File: src/rtl/aud_fifo_ctl_pkg.sv
package aud_fifo_ctl_pkg;
  localparam int REG_W    = 32;
  localparam int CTL_W    = 5;
  localparam int NFLAG    = 2;
  localparam int FLAG_LSB = 8;
  localparam int STAT_LSB = 12;
  localparam int B_RUN    = 0;
  localparam int B_IE_LSB = 1;
  localparam int B_ACT    = 3;
  localparam int B_PAUSE  = 4;

  typedef struct packed {
    logic             pause;
    logic             act;
    logic [NFLAG-1:0] ie;
    logic             run;
  } ctl_t;
endpackage

File: src/rtl/aud_fifo_ctl_regs.sv
module aud_fifo_ctl_regs
  import aud_fifo_ctl_pkg::*;
(
  input  logic             clk,
  input  logic             rst_n,
  input  logic             wr_i,
  input  logic [CTL_W-1:0] wdata_i,
  output ctl_t             ctl_o
);
  ctl_t ctl_q, ctl_d;

  always_comb begin
    ctl_d = ctl_q;
    if (wr_i) ctl_d = ctl_t'(wdata_i);
  end

  always_ff @(posedge clk or negedge rst_n) begin
    if (!rst_n) ctl_q <= '0;
    else        ctl_q <= ctl_d;
  end

  assign ctl_o = ctl_q;

  p_write_load_r2: assert property (@(posedge clk) disable iff (!rst_n)
    wr_i |=> (ctl_q.run == $past(wdata_i[B_RUN])));
  p_hold_nowr_r2: assert property (@(posedge clk) disable iff (!rst_n)
    !wr_i |=> $stable(ctl_q));
endmodule

File: src/rtl/aud_fifo_ctl_flags.sv
module aud_fifo_ctl_flags
  import aud_fifo_ctl_pkg::*;
#(
  parameter int N = NFLAG
) (
  input  logic         clk,
  input  logic         rst_n,
  input  logic [N-1:0] evt_i,
  input  logic [N-1:0] clr_i,
  input  logic [N-1:0] ie_i,
  output logic [N-1:0] flag_o,
  output logic         irq_o
);
  logic [N-1:0] flag_q, flag_d;

  for (genvar i = 0; i < N; i++) begin : g_flag
    always_comb flag_d[i] = evt_i[i] | (flag_q[i] & ~clr_i[i]);

    always_ff @(posedge clk or negedge rst_n) begin
      if (!rst_n) flag_q[i] <= 1'b0;
      else        flag_q[i] <= flag_d[i];
    end

    p_evt_sets_r3: assert property (@(posedge clk) disable iff (!rst_n)
      evt_i[i] |=> flag_q[i]);
    p_sticky_r4: assert property (@(posedge clk) disable iff (!rst_n)
      (flag_q[i] && !clr_i[i]) |=> flag_q[i]);
  end

  assign flag_o = flag_q;
  assign irq_o  = |(flag_q & ie_i);

  p_irq_source_r6: assert property (@(posedge clk) disable iff (!rst_n)
    irq_o |-> (flag_q != '0));
endmodule

File: src/rtl/aud_fifo_ctl_dma.sv
module aud_fifo_ctl_dma (
  input  logic clk,
  input  logic rst_n,
  input  logic act_i,
  input  logic pause_i,
  input  logic full_i,
  input  logic ack_i,
  output logic req_o
);
  logic busy_q, busy_d;

  always_comb begin
    busy_d = busy_q;
    if (!act_i)      busy_d = 1'b0;
    else if (busy_q) busy_d = !ack_i;
    else             busy_d = !pause_i && !full_i;
  end

  always_ff @(posedge clk or negedge rst_n) begin
    if (!rst_n) busy_q <= 1'b0;
    else        busy_q <= busy_d;
  end

  assign req_o = busy_q & act_i;

  p_hold_to_ack_r10: assert property (@(posedge clk) disable iff (!rst_n)
    (req_o && !ack_i) |=> (req_o || !act_i));
  p_no_start_full_r12: assert property (@(posedge clk) disable iff (!rst_n)
    (!req_o && full_i) |=> !req_o);
  p_no_start_paused_r10: assert property (@(posedge clk) disable iff (!rst_n)
    (!req_o && pause_i) |=> !req_o);
  p_drop_after_ack_r9: assert property (@(posedge clk) disable iff (!rst_n)
    (req_o && ack_i) |=> !req_o);
endmodule

File: src/rtl/aud_fifo_ctl.sv
module aud_fifo_ctl
  import aud_fifo_ctl_pkg::*;
(
  input  logic             clk,
  input  logic             rst_n,
  input  logic             reg_wr,
  input  logic [REG_W-1:0] reg_wdata,
  output logic [REG_W-1:0] reg_rdata,
  input  logic             rx_ovf_evt,
  input  logic             tx_und_evt,
  input  logic             tx_empty,
  input  logic             tx_full,
  output logic             dma_req,
  input  logic             dma_ack,
  output logic             irq,
  output logic             aud_rst_n
);
  logic       rst_s1_q, rst_s2_q;
  ctl_t       ctl;
  logic [NFLAG-1:0] flags, clr;
  logic       unused_wbits;

  always_ff @(posedge clk or negedge rst_n) begin
    if (!rst_n) {rst_s2_q, rst_s1_q} <= 2'b00;
    else        {rst_s2_q, rst_s1_q} <= {rst_s1_q, 1'b1};
  end

  assign unused_wbits = ^{reg_wdata[REG_W-1:FLAG_LSB+NFLAG], reg_wdata[FLAG_LSB-1:CTL_W]};

  aud_fifo_ctl_regs u_regs (
    .clk     (clk),
    .rst_n   (rst_s2_q),
    .wr_i    (reg_wr),
    .wdata_i (reg_wdata[CTL_W-1:0]),
    .ctl_o   (ctl)
  );

  assign clr = reg_wr ? reg_wdata[FLAG_LSB +: NFLAG] : '0;

  aud_fifo_ctl_flags #(.N(NFLAG)) u_flags (
    .clk    (clk),
    .rst_n  (rst_s2_q),
    .evt_i  ({tx_und_evt, rx_ovf_evt}),
    .clr_i  (clr),
    .ie_i   (ctl.ie),
    .flag_o (flags),
    .irq_o  (irq)
  );

  aud_fifo_ctl_dma u_dma (
    .clk     (clk),
    .rst_n   (rst_s2_q),
    .act_i   (ctl.act),
    .pause_i (ctl.pause),
    .full_i  (tx_full),
    .ack_i   (dma_ack),
    .req_o   (dma_req)
  );

  always_comb begin
    reg_rdata = '0;
    reg_rdata[CTL_W-1:0]           = ctl;
    reg_rdata[FLAG_LSB +: NFLAG]   = flags;
    reg_rdata[STAT_LSB]            = tx_empty;
    reg_rdata[STAT_LSB+1]          = tx_full;
  end

  assign aud_rst_n = ctl.run;

  p_kill_on_inactive_r11: assert property (@(posedge clk) disable iff (!rst_s2_q)
    (reg_wr && !reg_wdata[B_ACT]) |=> !dma_req);
  p_event_beats_clear_r5: assert property (@(posedge clk) disable iff (!rst_s2_q)
    (rx_ovf_evt && reg_wr && reg_wdata[FLAG_LSB]) |=> reg_rdata[FLAG_LSB]);
  p_reserved_zero_r8: assert property (@(posedge clk) disable iff (!rst_s2_q)
    (reg_rdata[REG_W-1:STAT_LSB+2] == '0) && (reg_rdata[FLAG_LSB-1:CTL_W] == '0));
endmodule

File: config.mk
export PLATFORM = sky130hd
export DESIGN_NAME = aud_fifo_ctl
export DESIGN_NICKNAME = d
export VERILOG_FILES = /design/src/rtl/aud_fifo_ctl_pkg.sv /design/src/rtl/aud_fifo_ctl_regs.sv /design/src/rtl/aud_fifo_ctl_flags.sv /design/src/rtl/aud_fifo_ctl_dma.sv /design/src/rtl/aud_fifo_ctl.sv
export SDC_FILE = /design/constraint.sdc
export NUM_CORES = 1
export LEC_CHECK = 0
export BUFFER_PORTS_ARGS = -buffer_cell sky130_fd_sc_hd__buf_2
export CAP_MARGIN = 20
export CORE_MARGIN = 2
export CORE_UTILIZATION = 34
export DETAILED_ROUTE_END_ITERATION = 12
export PLACE_DENSITY_LB_ADDON = 0.05
export SYNTH_ARGS = -nofsm -noshare
export SYNTH_HDL_FRONTEND = slang
export SYNTH_SLANG_ARGS = --single-unit
File: constraint.sdc
create_clock -name clk -period 1.1 [get_ports clk]
set_clock_uncertainty 0.05 [all_clocks]
set_input_delay 0.165 -clock clk [delete_from_list [all_inputs] [get_ports clk]]
set_output_delay 0.165 -clock clk [all_outputs]
set_load 0.1 [all_outputs]
; Yosys cells after proc, flatten, opt, wreduce, memory -nomap -nowiden
; Cells that the tools add are included.
[word_totals]
register_bits = 10
in_bits = 40
output_inout_bits = 35
wordCells = 25
[classes]
n_mux = 3
bitwise_logic = 8
reduce_logical = 5
[op_table]
columns = op, count
row1 = $and A1 B1 Y1, 3
row2 = $logic_not A1 Y1, 3
row3 = $and A2 B2 Y2, 1
row4 = $mux W1, 2
row5 = $mux W2, 1
row6 = $not A1 Y1, 2
row7 = $or A1 B1 Y1, 2
row8 = $reduce_or A2 Y1, 1
row9 = $logic_and A1 B1 Y1, 1

; Logic depth before layout (Yosys ltp)
[logic_depth]
ltp_word = 4
ltp_mapped = 3
ltp_nobuf = 2

; Hierarchy
; Synthesis repeated with hierarchy kept, for this count alone.
[hier_totals]
hier_cells = 54
hier_area_um2 = 593.1
[by_module_without_submodules]
columns = mod, n_inst, cells_per_inst, area_per_inst_um2, seq_area_each_um2
row1 = aud_fifo_ctl, 1, 32, 265.3, 50.0
row2 = aud_fifo_ctl_regs, 1, 10, 181.4, 125.1
row3 = aud_fifo_ctl_flags, 1, 7, 82.6, 50.0
row4 = aud_fifo_ctl_dma, 1, 5, 63.8, 25.0

; Worst setup path after synthesis
; No wires, ideal clock.
[synth_path]
path_type = register -> output
start = reg u_regs.ctl_q, in the netlist u_regs.ctl_o[1]
end = out irq
t_arrival_ns = 1.820
required_ns = 0.885
setup_slack_ns = -0.935
stages_incl_launch_ff = 2
path_buffers = 0
cell_sequence = dfrtp_1 -> a22o_1
[synth_via]
elab_chain_len = 2
[synth_lines]
columns = item, line_no
row1 = from (decl), aud_fifo_ctl_regs.sv:10  ; ctl_t ctl_q, ctl_d;
row2 = from (signal assigned), aud_fifo_ctl_regs.sv:19  ; else ctl_q <= ctl_d;
row3 = $and A2 B2 Y2, aud_fifo_ctl_flags.sv:31  ; assign irq_o = |(flag_q & ie_i);
row4 = $reduce_or A2 Y1, aud_fifo_ctl_flags.sv:31
row5 = to (decl), aud_fifo_ctl.sv:15  ; output logic irq,
; Every way passes these cells.

; Final worst setup path
; Ends and elaborated chain as after synthesis.

==> metrics.txt <==
clock buffer depth 2; YS warnings 0; Critical R2R Capture u_regs.ctl_o[3]$_DFFE_PN0P_; Antenna Cells 0; Reg clk slew, reported paths 70 ps; CTS tree done; slowest CP cell dfrtp_4; WS Path Type register to primary output; Final Non-Filler Cells 111; CORE AREA 1710 sq um; violated checks setup timing; Nets 127; post-DP HPWL 773 microns; Buffers on Ports 24; main flop type after synthesis dfrtp_1; final setup margin -279 ps; Syn Area/Cell 11.1 sq um; H-tree levels 1; TritonCTS Sinks 10; unrepaired setup endpoints after global routing true; crit path cell chain a22o_4, buf_12; worst hold endpoint u_flags.flag_o[0]$_DFF_PN0_; GRT Total Usage 0.112; Ports 75; Synth Instances 55; fin crit period roughly 1400 ps; Tcrit/Tclk final 1.25; Max VDD drop 0.000904 V; Synth cell types 12; vias in the first global route 384; class of the worst hold path input port to register; Lkg Pwr 0.487 nW; setup slack, reg-to-reg 40 ps; Hold Path Stages 2; grt ovf 0; average via count per standard cell 3.53; Commonest cells post-synth buf_4, dfrtp_1, mux2_4; dpl cells 101; routed len/inst roughly 9.1 microns; area leader, netlist dfrtp_1; Initial DRC Count 0; top cell type's share of synthesized area 0.410; final WL 1.01 mm; Power per Cell Area 1800 nW/um^2; EDFF count, synth 0; pre-CTS setup slack -103 ps; worst path arrival time 1160 ps; total CTS buffers 3; power consumption 0.00169 W; clock latency on the worst-skew pair 260 ps; Yosys reg bits 10; Row Count 15; largest net degree at the start of global routing 9; Worst Hold Launch rx_ovf_evt; first-pass GRT wire length around 1.6 mm; count leader, synth buf_4; reg-to-reg startpoint u_regs.ctl_o[3]$_DFFE_PN0P_; die height around 46 microns; Fmax 725 MHz; FFs w/ async S/R, synth 1.00; Worst Setup End Kind primary output; layout cell share with drive strength beyond 1 0.570; Critical Path RT slightly below 900 ps; run status complete, but fails checks; DR pass1 iterations 1; DR vias 392; Finished Core Util 0.552; Max FO, Critical Path 2; Cell Area, Synth around 600 sq um; count of pins over their slew limit 0; filler instances approximately 160; ranking of synthesized cells by area dfrtp_1, buf_4, mux2_4, a21o_1, buf_6; crit-path max cell delay between 400 and 500 ps; final hold vios 0; max cap viols 0; starting density of the core 0.358; Setup-failing EPs final 9; worst reg-to-reg path cell count 3; initial antenna violation count 0; die area about 2200 sq um; Final Wtd Congestion 0.599; residual DRC count 0; Die W 46.4 microns; post-synthesis sequential area ratio 0.410; Routed Antenna Nets 0; CP Launch Type register; Root Driver clkbuf_4; Area Growth Syn to Fin 54.3%
==> worst max-delay path by stage <==
stage,start,end,slack [ps],cells after the start
3_3_place_gp,u_regs.ctl_o[1]$_DFFE_PN0P_,irq,-90,2
2_1_floorplan,u_flags.flag_o[0]$_DFF_PN0_,irq,-190,1
5_1_grt,u_regs.ctl_o[1]$_DFFE_PN0P_,irq,-310,2
6_report,u_regs.ctl_o[1]$_DFFE_PN0P_,irq,-280,2
4_1_cts,u_regs.ctl_o[1]$_DFFE_PN0P_,irq,-290,2
3_5_place_dp,u_regs.ctl_o[1]$_DFFE_PN0P_,irq,-100,2
==> cell families after synthesis <==
group / after synthesis / share of synthesized area
buf+inv: 29 / 0.363
flops: 10 / 0.410
mux: 5 / 0.123
simple gates: 5 / 0.0410
compound gates: 4 / 0.0512
other cells: 2 / 0.0123
==> cell usage in the layout, fill, tap and decap left out <==
cell type	count
dfrtp_2	2
mux2_4	5
dlygate4sd3_1	1
a22o_4	1
and2_4	1
buf_4	5
conb_1	24
o21a_1	1
clkbuf_4	3
dfrtp_4	3
nor3_1	1
buf_6	4
clkbuf_8	1
buf_12	11
dfrtp_1	5
nor2b_1	1
a21o_1	2
nand2_1	2
buf_2	13
==> power breakdown <==
| part | internal, W | switching (W) |
|---|---|---|
| Clock | 0.000201 | 0.000128 |
| Combinational | 0.000246 | 0.000680 |
| Sequential | 0.000406 | 0.0000318 |
| Total | 0.000853 | 0.000840 |
==> final cells by class <==
type | instances | area [sq um] | share of cell area
clock buffers | 4 | 36.3 | 0.0385
multi-input cells | 38 | 233 | 0.247
flip-flops and latches | 10 | 264 | 0.280
well taps | 25 | 31.3 | 0.0332
repair buffers | 34 | 378 | 0.401
==> routing by layer <==
layer | track usage | wire (microns) | vias to the layer above
li1 | - | - | 183
met1 | 0.148 | 420 | 180
met2 | 0.158 | 480 | 27
met3 | 0.0353 | 102 | 2
met4 | 0.0686 | 4 | 0
met5 | 0 | 0 | -
==> critical path, delay by kind of cell (launching register included) <==
| family | cells | cell delay [ps] |
|---|---|---|
| buffers and inverters | 1 | 160 |
| DFF | 1 | 480 |
| AOI/OAI and AO/OA | 1 | 260 |
==> stage by stage <==
step | hold slack (ps) | TNS (ps) | cell area, sq um
floorplan | -181 | -193 | 721
global route | 27.9 | -1290 | 942
detailed placement | -99.2 | -103 | 827
finish | 31.3 | -987 | 942
global placement | -98.9 | -92.0 | 827
CTS | 19.8 | -1100 | 942
==> sequential cells by signal, indices dropped and copies added, names as in the netlist <==
register,cells
u_regs.ctl_o,5
u_dma.busy_q,1
rst_s1_q,1
rst_s2_q,1
u_flags.flag_o,2
==> repair_timing <==
action                                 in CTS  in global routing
hold buffers                                1                  0
pin swaps                                   0                  0
buffers inserted                            5                  1
resized for setup                           9                  1
setup endpoints to repair                  10                 10
endpoints found under the hold margin       2                  0
Note: power is estimated with default switching activity, not from simulation.
